### src/rtl/dbg_cmd_pkg.sv
package dbg_cmd_pkg;

    localparam int BYTE_W   = 8;
    localparam int REG_W    = 16;
    localparam int NUM_BP   = 6;
    localparam int SEL_W    = 4;

    // register selectors equal the low nibble of the opcode
    localparam logic [SEL_W-1:0] SEL_CTRL  = 4'd1;
    localparam logic [SEL_W-1:0] SEL_FLAGS = 4'd2;
    localparam logic [SEL_W-1:0] SEL_ADDR  = 4'd3;
    localparam logic [SEL_W-1:0] SEL_DATA  = 4'd4;
    localparam logic [SEL_W-1:0] SEL_BP0   = 4'd5;
    localparam logic [SEL_W-1:0] SEL_LAST  = SEL_BP0 + SEL_W'(NUM_BP - 1);

    localparam logic [BYTE_W-1:0] OP_HALT  = 8'h1F;

    typedef enum logic [1:0] {ST_IDLE, ST_BYTE0, ST_BYTE1} seq_state_t;
    typedef enum logic [1:0] {K_NOP, K_READ, K_WRITE, K_HALT} cmd_kind_t;

    typedef struct packed {
        cmd_kind_t        kind;
        logic [SEL_W-1:0] sel;
        logic             wide;
    } cmd_dec_t;

    function automatic cmd_dec_t decode_op(input logic [BYTE_W-1:0] op);
        cmd_dec_t         d;
        logic [SEL_W-1:0] s;
        logic             in_range;
        s        = op[SEL_W-1:0];
        in_range = (s >= SEL_CTRL) && (s <= SEL_LAST);
        d.kind   = K_NOP;
        d.sel    = s;
        d.wide   = (s >= SEL_ADDR);
        if (op == OP_HALT) begin
            d.kind = K_HALT;
        end else if (op[7:5] == 3'b000 && in_range) begin
            if (!op[4]) d.kind = K_READ;
            else if (s != SEL_FLAGS) d.kind = K_WRITE;
        end
        return d;
    endfunction

endpackage

### src/rtl/dbg_regfile.sv
module dbg_regfile
    import dbg_cmd_pkg::*;
(
    input  logic              clk,
    input  logic              rst,
    input  logic [SEL_W-1:0]  rd_sel,
    input  logic              wr_en,
    input  logic [SEL_W-1:0]  wr_sel,
    input  logic [REG_W-1:0]  wr_data,
    input  logic [BYTE_W-1:0] flags,
    output logic [REG_W-1:0]  rd_data
);

    logic [BYTE_W-1:0] ctrl_q;
    logic [REG_W-1:0]  addr_q;
    logic [REG_W-1:0]  data_q;
    logic [REG_W-1:0]  bp_q [NUM_BP];

    always_ff @(posedge clk) begin
        if (rst) begin
            ctrl_q <= '0;
            addr_q <= '0;
            data_q <= '0;
        end else if (wr_en) begin
            if (wr_sel == SEL_CTRL) ctrl_q <= wr_data[BYTE_W-1:0];
            if (wr_sel == SEL_ADDR) addr_q <= wr_data;
            if (wr_sel == SEL_DATA) data_q <= wr_data;
        end
    end

    for (genvar i = 0; i < NUM_BP; i++) begin : g_bp
        localparam logic [SEL_W-1:0] MY_SEL = SEL_BP0 + SEL_W'(i);
        always_ff @(posedge clk) begin
            if (rst) bp_q[i] <= '0;
            else if (wr_en && wr_sel == MY_SEL) bp_q[i] <= wr_data;
        end
    end

    always_comb begin
        rd_data = '0;
        if (rd_sel == SEL_CTRL)       rd_data = {{(REG_W-BYTE_W){1'b0}}, ctrl_q};
        else if (rd_sel == SEL_FLAGS) rd_data = {{(REG_W-BYTE_W){1'b0}}, flags};
        else if (rd_sel == SEL_ADDR)  rd_data = addr_q;
        else if (rd_sel == SEL_DATA)  rd_data = data_q;
        else begin
            for (int i = 0; i < NUM_BP; i++)
                if (rd_sel == SEL_BP0 + SEL_W'(i)) rd_data = bp_q[i];
        end
    end

    AST_NO_STRAY_COMMIT: assert property (@(posedge clk) disable iff (rst)
        !wr_en |=> ($stable(addr_q) && $stable(data_q) && $stable(ctrl_q)))
        else $error("register changed without a commit");

endmodule

### src/rtl/dbg_halt_ctl.sv
module dbg_halt_ctl
    import dbg_cmd_pkg::*;
(
    input  logic              clk,
    input  logic              rst,
    input  logic              halt_cmd,
    input  logic              cpu_halted,
    output logic              halt_req,
    output logic [BYTE_W-1:0] flags
);

    logic dbg_mode_q;
    logic pend_q;

    always_ff @(posedge clk) begin
        if (rst) begin
            pend_q     <= 1'b0;
            dbg_mode_q <= 1'b0;
        end else if (pend_q && cpu_halted) begin
            pend_q     <= 1'b0;
            dbg_mode_q <= 1'b1;
        end else if (halt_cmd) begin
            pend_q     <= 1'b1;
        end
    end

    assign halt_req = pend_q;
    assign flags    = {{(BYTE_W-2){1'b0}}, pend_q, dbg_mode_q};

    AST_HALT_HELD: assert property (@(posedge clk) disable iff (rst)
        (halt_req && !cpu_halted) |=> halt_req)
        else $error("halt request dropped early");

    AST_HALT_ACKED: assert property (@(posedge clk) disable iff (rst)
        (halt_req && cpu_halted) |=> (!halt_req && flags[0]))
        else $error("acknowledge not recorded");

endmodule

### src/rtl/dbg_cmd_seq.sv
module dbg_cmd_seq
    import dbg_cmd_pkg::*;
(
    input  logic              clk,
    input  logic              rst,
    input  logic              byte_in_valid,
    input  logic [BYTE_W-1:0] byte_in,
    input  logic [REG_W-1:0]  rd_data,
    output logic [SEL_W-1:0]  rd_sel,
    output logic              wr_en,
    output logic [SEL_W-1:0]  wr_sel,
    output logic [REG_W-1:0]  wr_data,
    output logic              halt_cmd,
    output logic [BYTE_W-1:0] byte_out
);

    seq_state_t       state_q;
    logic [REG_W-1:0] stage_q;
    logic [SEL_W-1:0] sel_q;
    logic             wide_q;
    logic             is_wr_q;
    cmd_dec_t         dec;
    logic             last_byte;

    assign dec       = decode_op(byte_in);
    assign rd_sel    = dec.sel;
    assign last_byte = (state_q == ST_BYTE1) || (state_q == ST_BYTE0 && !wide_q);

    always_ff @(posedge clk) begin
        if (rst) begin
            state_q <= ST_IDLE;
            stage_q <= '0;
            sel_q   <= '0;
            wide_q  <= 1'b0;
            is_wr_q <= 1'b0;
        end else if (byte_in_valid) begin
            case (state_q)
                ST_IDLE: begin
                    sel_q  <= dec.sel;
                    wide_q <= dec.wide;
                    if (dec.kind == K_READ) begin
                        stage_q <= rd_data;
                        is_wr_q <= 1'b0;
                        state_q <= ST_BYTE0;
                    end else if (dec.kind == K_WRITE) begin
                        stage_q <= '0;
                        is_wr_q <= 1'b1;
                        state_q <= ST_BYTE0;
                    end
                end
                ST_BYTE0: begin
                    if (wide_q) begin
                        state_q <= ST_BYTE1;
                        if (is_wr_q) stage_q <= {{(REG_W-BYTE_W){1'b0}}, byte_in};
                        else         stage_q <= {{BYTE_W{1'b0}}, stage_q[REG_W-1:BYTE_W]};
                    end else begin
                        state_q <= ST_IDLE;
                        stage_q <= '0;
                    end
                end
                ST_BYTE1: begin
                    state_q <= ST_IDLE;
                    stage_q <= '0;
                end
                default: begin
                    state_q <= ST_IDLE;
                    stage_q <= '0;
                end
            endcase
        end
    end

    always_comb begin
        wr_en   = byte_in_valid && is_wr_q && last_byte;
        wr_sel  = sel_q;
        wr_data = (state_q == ST_BYTE1) ? {byte_in, stage_q[BYTE_W-1:0]}
                                        : {{(REG_W-BYTE_W){1'b0}}, byte_in};
    end

    assign halt_cmd = byte_in_valid && (state_q == ST_IDLE) && (dec.kind == K_HALT);
    assign byte_out = stage_q[BYTE_W-1:0];

    AST_IDLE_EMPTY: assert property (@(posedge clk) disable iff (rst)
        (state_q == ST_IDLE) |-> (byte_out == '0))
        else $error("buffer not cleared in idle");

    AST_NOP_STAYS: assert property (@(posedge clk) disable iff (rst)
        (state_q == ST_IDLE && byte_in_valid && dec.kind == K_NOP)
            |=> (state_q == ST_IDLE))
        else $error("undefined opcode left idle");

    AST_COMMIT_LAST: assert property (@(posedge clk) disable iff (rst)
        wr_en |-> (state_q != ST_IDLE))
        else $error("commit outside a data phase");

endmodule

### src/rtl/dbg_cmd_engine.sv
module dbg_cmd_engine
    import dbg_cmd_pkg::*;
(
    input  logic        clk,
    input  logic        rst,
    input  logic        byte_in_valid,
    input  logic [7:0]  byte_in,
    output logic [7:0]  byte_out,
    output logic        halt_req,
    input  logic        cpu_halted
);

    logic [SEL_W-1:0]  rd_sel;
    logic [SEL_W-1:0]  wr_sel;
    logic              wr_en;
    logic [REG_W-1:0]  wr_data;
    logic [REG_W-1:0]  rd_data;
    logic              halt_cmd;
    logic [BYTE_W-1:0] flags;

    dbg_cmd_seq u_seq (
        .clk           (clk),
        .rst           (rst),
        .byte_in_valid (byte_in_valid),
        .byte_in       (byte_in),
        .rd_data       (rd_data),
        .rd_sel        (rd_sel),
        .wr_en         (wr_en),
        .wr_sel        (wr_sel),
        .wr_data       (wr_data),
        .halt_cmd      (halt_cmd),
        .byte_out      (byte_out)
    );

    dbg_regfile u_regs (
        .clk     (clk),
        .rst     (rst),
        .rd_sel  (rd_sel),
        .wr_en   (wr_en),
        .wr_sel  (wr_sel),
        .wr_data (wr_data),
        .flags   (flags),
        .rd_data (rd_data)
    );

    dbg_halt_ctl u_halt (
        .clk        (clk),
        .rst        (rst),
        .halt_cmd   (halt_cmd),
        .cpu_halted (cpu_halted),
        .halt_req   (halt_req),
        .flags      (flags)
    );

endmodule

### config.mk
export PLATFORM = sky130hd
export DESIGN_NAME = dbg_cmd_engine
export DESIGN_NICKNAME = d
export VERILOG_FILES = /design/src/rtl/dbg_cmd_pkg.sv /design/src/rtl/dbg_regfile.sv /design/src/rtl/dbg_halt_ctl.sv /design/src/rtl/dbg_cmd_seq.sv /design/src/rtl/dbg_cmd_engine.sv
export SDC_FILE = /design/constraint.sdc
export NUM_CORES = 1
export LEC_CHECK = 0
export BUFFER_PORTS_ARGS = -buffer_cell sky130_fd_sc_hd__buf_2
export CORE_MARGIN = 8
export CORE_UTILIZATION = 30
export CTS_CLUSTER_DIAMETER = 40
export CTS_CLUSTER_SIZE = 24
export DETAILED_ROUTE_END_ITERATION = 16
export GPL_ROUTABILITY_DRIVEN = 0
export SETUP_SLACK_MARGIN = 0.02
export SLEW_MARGIN = 20
export SYNTH_ARGS = -nofsm -noshare
export SYNTH_HDL_FRONTEND = slang
export SYNTH_SLANG_ARGS = --single-unit
### constraint.sdc
create_clock -name clk -period 3.26 [get_ports clk]
set_input_delay 0.326 -clock clk [delete_from_list [all_inputs] [get_ports clk]]
set_output_delay 0.326 -clock clk [all_outputs]
set_load 0.01 [all_outputs]
# Word-level counts from Yosys, hierarchy flattened
# Memory sizes are Yosys's and may differ from the RTL's.
# Cells that the tools add are included.
# op_classes
n_eq_ne	27
n_bitwise	6
n_reduce_logical	26
magnitude_cmp	3
mux	52
# op_table
operator	count
$mux W16	19
$eq A4 B3 Y1 const B	8
$pmux W16 S2	1
$eq A4 B4 Y1 const B	6
$mux W1	22
$mux W8	2
$logic_and A1 B1 Y1	14
$mux W2	7
$eq A4 B2 Y1 const B	3
$reduce_and A2 Y1	5
$eq A4 B1 Y1 const B	2
$eq A8 B5 Y1 const B	1
$eq A2 B2 Y1 const B	3
$or A1 B1 Y1	6
$eq A2 B1 Y1 const B	2
$ge A4 B1 Y1 const B	1
$ge A4 B2 Y1 const B	1
$le A4 B4 Y1 const B	1
$ne A4 B2 Y1 const B	1
$pmux W2 S2	1
$logic_not A3 Y1	1
$ne A3 B1 Y1 const B	1
$reduce_and A3 Y1	1
$logic_not A2 Y1	1
4 further kinds	4
# word_totals
reg_bits	66
out_inout_bits	9
elab_cells	125
memories	1
ram_bits	96
input_bits	12
# memory_table
name	words	width	rd	rd_ports_with_merged_regs	write_ports	line	text
u_regs.bp_q	6	16	6	0	6	dbg_regfile.sv:17	logic [REG_W-1:0] bp_q [NUM_BP];

# Depth between registers and ports, before layout
# Gate-level depths: netlist of run 1.
# logic_depth
depth_word	13
depth_mapped	14
ltp_nobuf	11

# By module
# Synthesis of run 1 repeated with hierarchy kept, for this count alone.
# unflattened
hier_cells	807
hier_area_um2	8303.0
# modules_own_cells
module	area_per_inst_um2	seq_area_each_um2	cells_each	instances
dbg_regfile	6691.4	3683.5	639	1
dbg_cmd_seq	1487.7	480.5	153	1
dbg_halt_ctl	123.9	40.0	15	1

# Worst setup path before layout of run 1
# OpenSTA, ideal clock, no wires.
# synth_path
path_kind	input port to flip-flop
start	in byte_in[3]
end	reg u_seq.stage_q[14]
setup_time_ns	0.059
arrival_ns	2.763
stages	13
setup_slack_ns	0.438
path_buffers	4
t_required_ns	3.201
path_cell_list	buf_2 -> buf_2 -> clkbuf_1 -> o21ai_0 -> a21oi_1 -> o22ai_1 -> and2_1 -> ha_1 -> o41ai_4 -> buf_4 -> inv_1 -> nor2_2 -> a22o_1
# synth_between
elab_chain_len	13
elab_cells_between_ends	36
classes_between	2 x order compare; 15 x eq/ne; 16 x mux; 3 x reduce/logical
# synth_rtl
item	line	text
from (decl)	dbg_cmd_engine.sv:7	input logic [7:0] byte_in,
$eq A4 B3 Y1	dbg_regfile.sv:47	if (rd_sel == SEL_BP0 + SEL_W'(i)) rd_data = bp_q[i];
$mux W16 (6 in a row)	dbg_regfile.sv:47	
$mux W16	dbg_regfile.sv:44	else if (rd_sel == SEL_DATA) rd_data = data_q;
$mux W16	dbg_regfile.sv:43	else if (rd_sel == SEL_ADDR) rd_data = addr_q;
$mux W16	dbg_regfile.sv:42	else if (rd_sel == SEL_FLAGS) rd_data = {{(REG_W-BYTE_W){1'b0}}, flags};
$mux W16	dbg_regfile.sv:41	if (rd_sel == SEL_CTRL) rd_data = {{(REG_W-BYTE_W){1'b0}}, ctrl_q};
$mux W16	dbg_cmd_seq.sv:41	if (dec.kind == K_READ) begin
$pmux W16 S2	dbg_cmd_seq.sv:37	case (state_q)
to (signal assigned)	dbg_cmd_seq.sv:42	stage_q <= rd_data;
to (signal assigned)	dbg_cmd_seq.sv:54	if (is_wr_q) stage_q <= {{(REG_W-BYTE_W){1'b0}}, byte_in};
to (signal assigned)	dbg_cmd_seq.sv:55	else stage_q <= {{BYTE_W{1'b0}}, stage_q[REG_W-1:BYTE_W]};
to (decl)	dbg_cmd_seq.sv:18	logic [REG_W-1:0] stage_q;
# Several ways; a longest one is shown, not always the timed one.
# A chain may end at the register's enable or synchronous reset.

==> flow_summary.json, run 1 <==
{
  "critPathLaunchType": "flop",
  "rows": 59,
  "period_share_pct": 78.86,
  "powerDensity_nw_per_um2": 499.6,
  "clock_path_buffers": 2,
  "ant_nets": 0,
  "die_h_um": 179.2,
  "yosysSeqAreaShare_pct": 52.63,
  "finalHoldViolCount": 0,
  "drive_gt1_share_pct": 14.58,
  "drt_wl_total_um": 23260,
  "async_flop_share_pct": 0,
  "drv_slew": 0,
  "post_cts_resized": 0,
  "yosys_warnings": 0,
  "tightest_slew_ps": 813.3,
  "area_growth_pct": 13.30,
  "root_buffer": "clkbuf_16",
  "min_to": "u_halt.dbg_mode_q",
  "drc": 0,
  "clkSlewWorstSetupHoldPaths_ps": 60,
  "routed_wire_length_per_instance_um": 19.97,
  "period_minus_slack_ps": 2571,
  "ioPinCount": 21,
  "ys_ff_latch": 162,
  "final.setup_skew_ps": 5.801,
  "r2r-end": "u_regs.bp_q[2][29]",
  "cts.sinks": 162,
  "cts_setup_buffers": 0,
  "netlist.area_leader.share_pct": 36.09,
  "grtUsageTotal_pct": 14.79,
  "cp_max_fo": 16,
  "port_buffers": 20,
  "syn-cell-area_um2": 7988,
  "r2r_setup_slack_ps": 690,
  "hold_start": "cpu_halted",
  "yosysMostFrequentCell": "nor2_1",
  "initial_core_util_pct": 30.57,
  "hpwlAfterDp_um": 15920,
  "synth_fp_nets": 818,
  "crit_arrival_ps": 2830,
  "p_leak_nw": 3.115,
  "fmax_mhz": 389.0,
  "holdWs_ps": 153.7,
  "reg2regPathDepth": 5,
  "synth_area_per_cell_um2": 9.947,
  "syn_inst": 803,
  "antenna_found_initial": 0,
  "first_pass_iters": 5,
  "rsz0062_at_grt": "false",
  "max_slew_margin_pct": 45.63,
  "finalPower_mw": 4.521,
  "dr_total_vias": 6324,
  "end_kind": "flop",
  "cts-buffers-inserted": 17,
  "drt_iter0_markers": 726,
  "antenna_cells": 0,
  "yosys.area.top_type": "edfxtp_1",
  "hold_depth": 3,
  "drv_cap": 0,
  "cp.required_ps": 3520,
  "grt_pass1_wl_um": 36250,
  "synth.distinct_cells": 63,
  "synth_top_cells_by_count": "155 x nor2_1, 96 x edfxtp_1, 67 x nand2_1, 66 x dfxtp_1, 51 x a21oi_1",
  "tritoncts": "done",
  "fin_nets": 832,
  "status": "completed",
  "die_w_um": 179.2,
  "h-tree-depth": 4,
  "synth_edf_count": 96,
  "setup_viol": 0,
  "worst_skew_pair.late_latency_ps": 430,
  "setup_tns_ps": 0,
  "synth_ff_type": "edfxtp_1",
  "grt_max_degree": 46,
  "core_area_um2": 26130,
  "critPathKind": "flop to flop",
  "via_per_inst": 5.428,
  "postCtsHoldBufs": 0,
  "vdd.ir_drop.worst_uv": 229.1,
  "overflow": 0,
  "die_area_um2": 32100,
  "first_global_vias": 6086,
  "reg2reg_from": "u_seq.state_q[0]",
  "hp-class": "input pin to flop",
  "synth_area_leaders": "edfxtp_1 36%, dfxtp_1 17%, nor2_1 7.3%"
}
==> area by class of cell <==
cell class	instances	area, um2
Fill cell	2649	17080
Clock inverter	14	138.9
Inverter	11	41.29
Tap cell	335	419.2
Multi-Input combinational cell	558	3364
Clock buffer	18	429.2
Timing Repair Buffer	67	452.9
Sequential cell	162	4204
==> cells in the final DEF (no fill, tap or decap), types with 9 or more instances in the layout <==
master,synthesis,final
edfxtp_1,96,96
clkbuf_16,0,17
nor2_1,155,155
nand2b_1,13,13
nand3_1,24,24
a22oi_1,11,11
nor2b_1,14,14
mux2i_1,25,25
dfxtp_1,66,66
inv_1,11,11
a211oi_1,31,31
buf_4,16,47
a21oi_1,51,51
o21ai_0,33,33
nand2_1,67,67
o221ai_1,9,9
a22o_1,13,13
buf_2,20,20
a221oi_1,9,9
==> per-layer routing <==
layer,up-vias,wire length (um),track usage (%)
met4,0,491,4.964
met5,-,0,0
met3,36,1421,2.991
met2,230,10750,23.33
met1,3121,10600,19.92
li1,2937,-,-
==> per-stage QoR <==
stage	util, %	instance area [um2]	instances	worst slack (ps)
after floorplan	-	7988	803	438.3
after global placement	32.46	8482	1133	547.4
after detailed placement	32.46	8482	1133	457.0
after CTS	34.63	9050	1165	681.4
after global routing	34.63	9050	1165	483.0
final	34.63	9050	1165	689.1
==> cells by family after synthesis <==
| kind of cell | count (synthesis) | synth area share (%) |
|---|---|---|
| AOI/OAI and AO/OA | 210 | 18.62 |
| muxes | 36 | 5.248 |
| adders and majority gates | 3 | 0.4700 |
| and+or+nand+nor | 309 | 17.78 |
| buffers and inverters | 83 | 5.247 |
| DFF | 162 | 52.63 |
==> worst max-delay path, stage by stage, from the launching register on <==
cell and delay, ps:
dfxtp_1 610, nor3b_4 360, o2111ai_1 260, nor2_1 260, nand3_1 610, nor2_1 290
==> registers in the layout, indices dropped and copies added (netlist names) <==
register           flops
u_regs.data_q         16
u_regs.addr_q         16
u_seq.stage_q         16
u_seq.is_wr_q          1
u_seq.state_q          2
u_regs.ctrl_q          8
u_halt.halt_req        1
u_seq.wr_sel           4
u_regs.bp_q           96
u_halt.dbg_mode_q      1
u_seq.wide_q           1
==> worst max path at each step <==
stage | startpoint | to | slack, ps | depth (start not counted)
4_1_cts | u_seq.state_q[0] | u_regs.bp_q[2][29] | 680 | 5
3_3_place_gp | byte_in[1] | u_seq.stage_q[4] | 550 | 13
3_5_place_dp | byte_in[1] | u_seq.stage_q[4] | 460 | 13
6_report | u_seq.state_q[0] | u_regs.bp_q[2][29] | 690 | 5
2_1_floorplan | byte_in[3] | u_seq.stage_q[14] | 440 | 13
5_1_grt | u_seq.state_q[0] | u_regs.bp_q[2][28] | 480 | 5
==> report_power, final <==
part | switching (mW) | total [mW] | internal [mW]
sequential | 0.0213 | 2.23 | 2.21
combinational | 0.228 | 0.337 | 0.110
clock | 0.838 | 1.96 | 1.12
total | 1.09 | 4.52 | 3.43
Power figures use the tool's default switching activity.
==> inputs of run 2 (changes only) <==
--- a/config.mk
+++ b/config.mk
@@ -5,6 +5,7 @@
 export SDC_FILE = /design/constraint.sdc
 export NUM_CORES = 1
 export LEC_CHECK = 0
+export ABC_AREA = 1
 export BUFFER_PORTS_ARGS = -buffer_cell sky130_fd_sc_hd__buf_2
 export CORE_MARGIN = 8
 export CORE_UTILIZATION = 30
==> constraint.sdc (replaced) <==
create_clock -name clk -period 2.1 [get_ports clk]
set_input_delay 0.21 -clock clk [delete_from_list [all_inputs] [get_ports clk]]
set_output_delay 0.21 -clock clk [all_outputs]
set_load 0.01 [all_outputs]
==> run 2 against run 1 <==
Sequential power grew 55%. Global-route usage down 1.5 points. Clock skew grew 2.6 ps. Total power grew 54%. Sequential share of layout area grew 0.53 points. Critical endpoint is now u_regs.bp_q[0][3]. Highest routed layer unchanged.
==> flow_summary.json, run 2 <==
{
  "area_growth_pct": 19.34,
  "place_area_um2": 8344,
  "clkSlewWorstSetupHoldPaths_ps": 60,
  "setup_tns_ps": 0,
  "grtUsageTotal_pct": 13.31,
  "overflow": 0,
  "yosysSeqAreaShare_pct": 56.07,
  "period_share_pct": 88.41,
  "fin_ws_ps": 243.5,
  "async_flop_share_pct": 0,
  "crit_chain": "inv_1 > nor2_4 > inv_1 > o21ai_2 > nand3_4 > nor3_4 > nand2_1 > nand2_1 > buf_12",
  "first_pass_iters": 4,
  "hpwlAfterDp_um": 14140,
  "end_kind": "flop",
  "power.share.combinational_pct": 6.3,
  "syn_inst": 877,
  "multiInputGateArea_um2": 2701,
  "fin_util_pct": 35.95,
  "antenna_cells": 0,
  "setup_viol": 0,
  "hold_depth": 4,
  "yosys_warnings": 0,
  "sw_frac_of_total_pct": 23.21,
  "drive_gt1_share_pct": 15.81,
  "synth_area_leaders": "edfxtp_1 38%, dfxtp_1 18%, nand2_1 9.0%",
  "vdd.ir_drop.worst_uv": 596.4,
  "fill_cells": 2528,
  "syn-cell-area_um2": 7497,
  "stdcell_area_um2": 8947,
  "dr_total_vias": 6053,
  "hp-class": "input pin to flop",
  "critPathLaunchType": "flop",
  "h-tree-depth": 4,
  "initial_core_util_pct": 30.12,
  "drv_slew": 0,
  "critPathKind": "flop to flop",
  "reg2reg_from": "u_seq.state_q[1]",
  "finalPower_mw": 6.981,
  "crit_arrival_ps": 1990,
  "stdcell_count": 1279,
  "final.setup_skew_ps": 8.447,
  "die_w_um": 174.1,
  "worst_skew_pair.late_latency_ps": 430,
  "drt_iter0_markers": 415,
  "cp_max_fo": 16,
  "drc": 0,
  "first_global_vias": 5849,
  "largest_register": "u_regs.bp_q",
  "cp_slowest_cell": "dfxtp_1",
  "core_area_um2": 24890,
  "antenna_found_initial": 0,
  "cts_setup_buffers": 0,
  "internal_power_mw": 5.360,
  "regArea_um2": 4204,
  "seq_power_share_pct": 49.4,
  "r2r_setup_slack_ps": 240,
  "period_minus_slack_ps": 1857,
  "min_to": "u_halt.halt_req",
  "via_per_inst": 4.733,
  "port_buffers": 20,
  "p_clk_share_pct": 44.2,
  "switching_power_mw": 1.621,
  "tritoncts": "done",
  "dpl_worst_slack_ps": -111.1,
  "yosys.area.top_type": "edfxtp_1",
  "cpPeakStageDelay_ps": 360,
  "clock_path_buffers": 2,
  "routed_wire_length_per_instance_um": 15.59,
  "synth_fp_nets": 892,
  "ant_nets": 0,
  "cp.required_ps": 2230,
  "yosysMostFrequentCell": "nand2_1",
  "largest_reg_flops": 96,
  "root_buffer": "clkbuf_16",
  "r2r-end": "u_regs.bp_q[0][3]",
  "fmax_mhz": 538.6,
  "synth_area_per_cell_um2": 8.549,
  "max_slew_margin_pct": 64.91,
  "hold_start": "cpu_halted",
  "final_cell_mix": "179 x nand2_1, 139 x nor2_1, 96 x edfxtp_1",
  "fin_nets": 951,
  "grt_max_degree": 27,
  "grt_pass1_wl_um": 31820,
  "synth_top_cells_by_count": "179 x nand2_1, 139 x nor2_1, 96 x edfxtp_1, 95 x inv_1, 70 x a21oi_1",
  "die_area_um2": 30310,
  "synth_ff_type": "edfxtp_1",
  "reg2regPathDepth": 9,
  "cts.sinks": 162,
  "drv_cap": 0,
  "ys_ff_latch": 162,
  "tightest_slew_ps": 525.7,
  "final_common_cell": "nand2_1",
  "status": "completed",
  "die_h_um": 174.1,
  "finalHoldViolCount": 0,
  "rows": 58,
  "p_leak_nw": 3.540,
  "synth.distinct_cells": 36,
  "netlist.area_leader.share_pct": 38.45,
  "rsz0062_at_grt": "false",
  "holdWs_ps": 47.32,
  "drt_wl_total_um": 19940,
  "dp_cells": 1247,
  "powerDensity_nw_per_um2": 780.2,
  "synth_edf_count": 96,
  "ioPinCount": 21,
  "cts-buffers-inserted": 17
}
[run 2: cell types whose count changed in the layout (fill, tap and decap cells not counted), moves of 25 or more]
cell	change
nand2_1	+112
inv_1	+84
a211oi_1	-30
nand3_1	+29
o21ai_0	+28
mux2i_1	-25
[run 2: kinds of logic after synthesis]
logic type,share of synthesized area [%]
AND/OR/NAND/NOR,23.38
flip-flops,56.07
AO/OA/AOI/OAI,10.70
buffers and inverters,8.144
multiplexers,1.202
adder cells (fa/ha/maj),0.5007
[run 2: worst max-delay path by stage]
stage	start	end	slack (ps)	cells after the start
2_1_floorplan	byte_in[1]	u_seq.stage_q[6]	90	13
3_3_place_gp	byte_in[5]	u_seq.stage_q[10]	-50	9
3_5_place_dp	byte_in[1]	u_seq.stage_q[10]	-110	11
4_1_cts	u_seq.state_q[1]	u_regs.bp_q[2][16]	160	7
5_1_grt	byte_in[1]	u_seq.stage_q[6]	60	14
6_report	u_seq.state_q[1]	u_regs.bp_q[0][3]	240	9
[run 2: repair_timing]
action / 4_1_cts / 5_1_grt
endpoints found under the setup margin: 0 / 17
resized for setup: 0 / 2
hold buffers: 0 / 0
[run 2: layer usage]
layer / track usage, % / vias to the layer above / part of all wire [%]
li1: - / 3003 / -
met4: 4.524 / 0 / 2.0
met1: 16.93 / 2887 / 45
met2: 22.38 / 141 / 49
met5: 0 / - / 0
met3: 2.452 / 22 / 4.0
[run 2: cell type report]
cell class / instances / share of cell area [%]
tap: 330 / 4.615
timing repair buffer: 84 / 7.328
clock buffer: 22 / 5.901
sequential: 162 / 46.99
multi-input combinational: 570 / 30.19
clock inverter: 10 / 0.7272
inverter: 101 / 4.251
[run 2: critical path, delay by kind of cell (launching register included)]
family                 cells  cell delay (ps)
buffers and inverters      3              350
and+or+nand+nor            5              770
AOI/OAI and AO/OA          1               80
DFF                        1              360
[run 2: power groups by stage]
stage | logic, mW | clock network (mW) | registers, mW
after floorplan | 0.234 | 0 | 3.51
after global placement | 0.436 | 0 | 3.52
after detailed placement | 0.440 | 0 | 3.52
after CTS | 0.442 | 3.14 | 3.45
after global routing | 0.481 | 3.27 | 3.46
final | 0.442 | 3.09 | 3.45
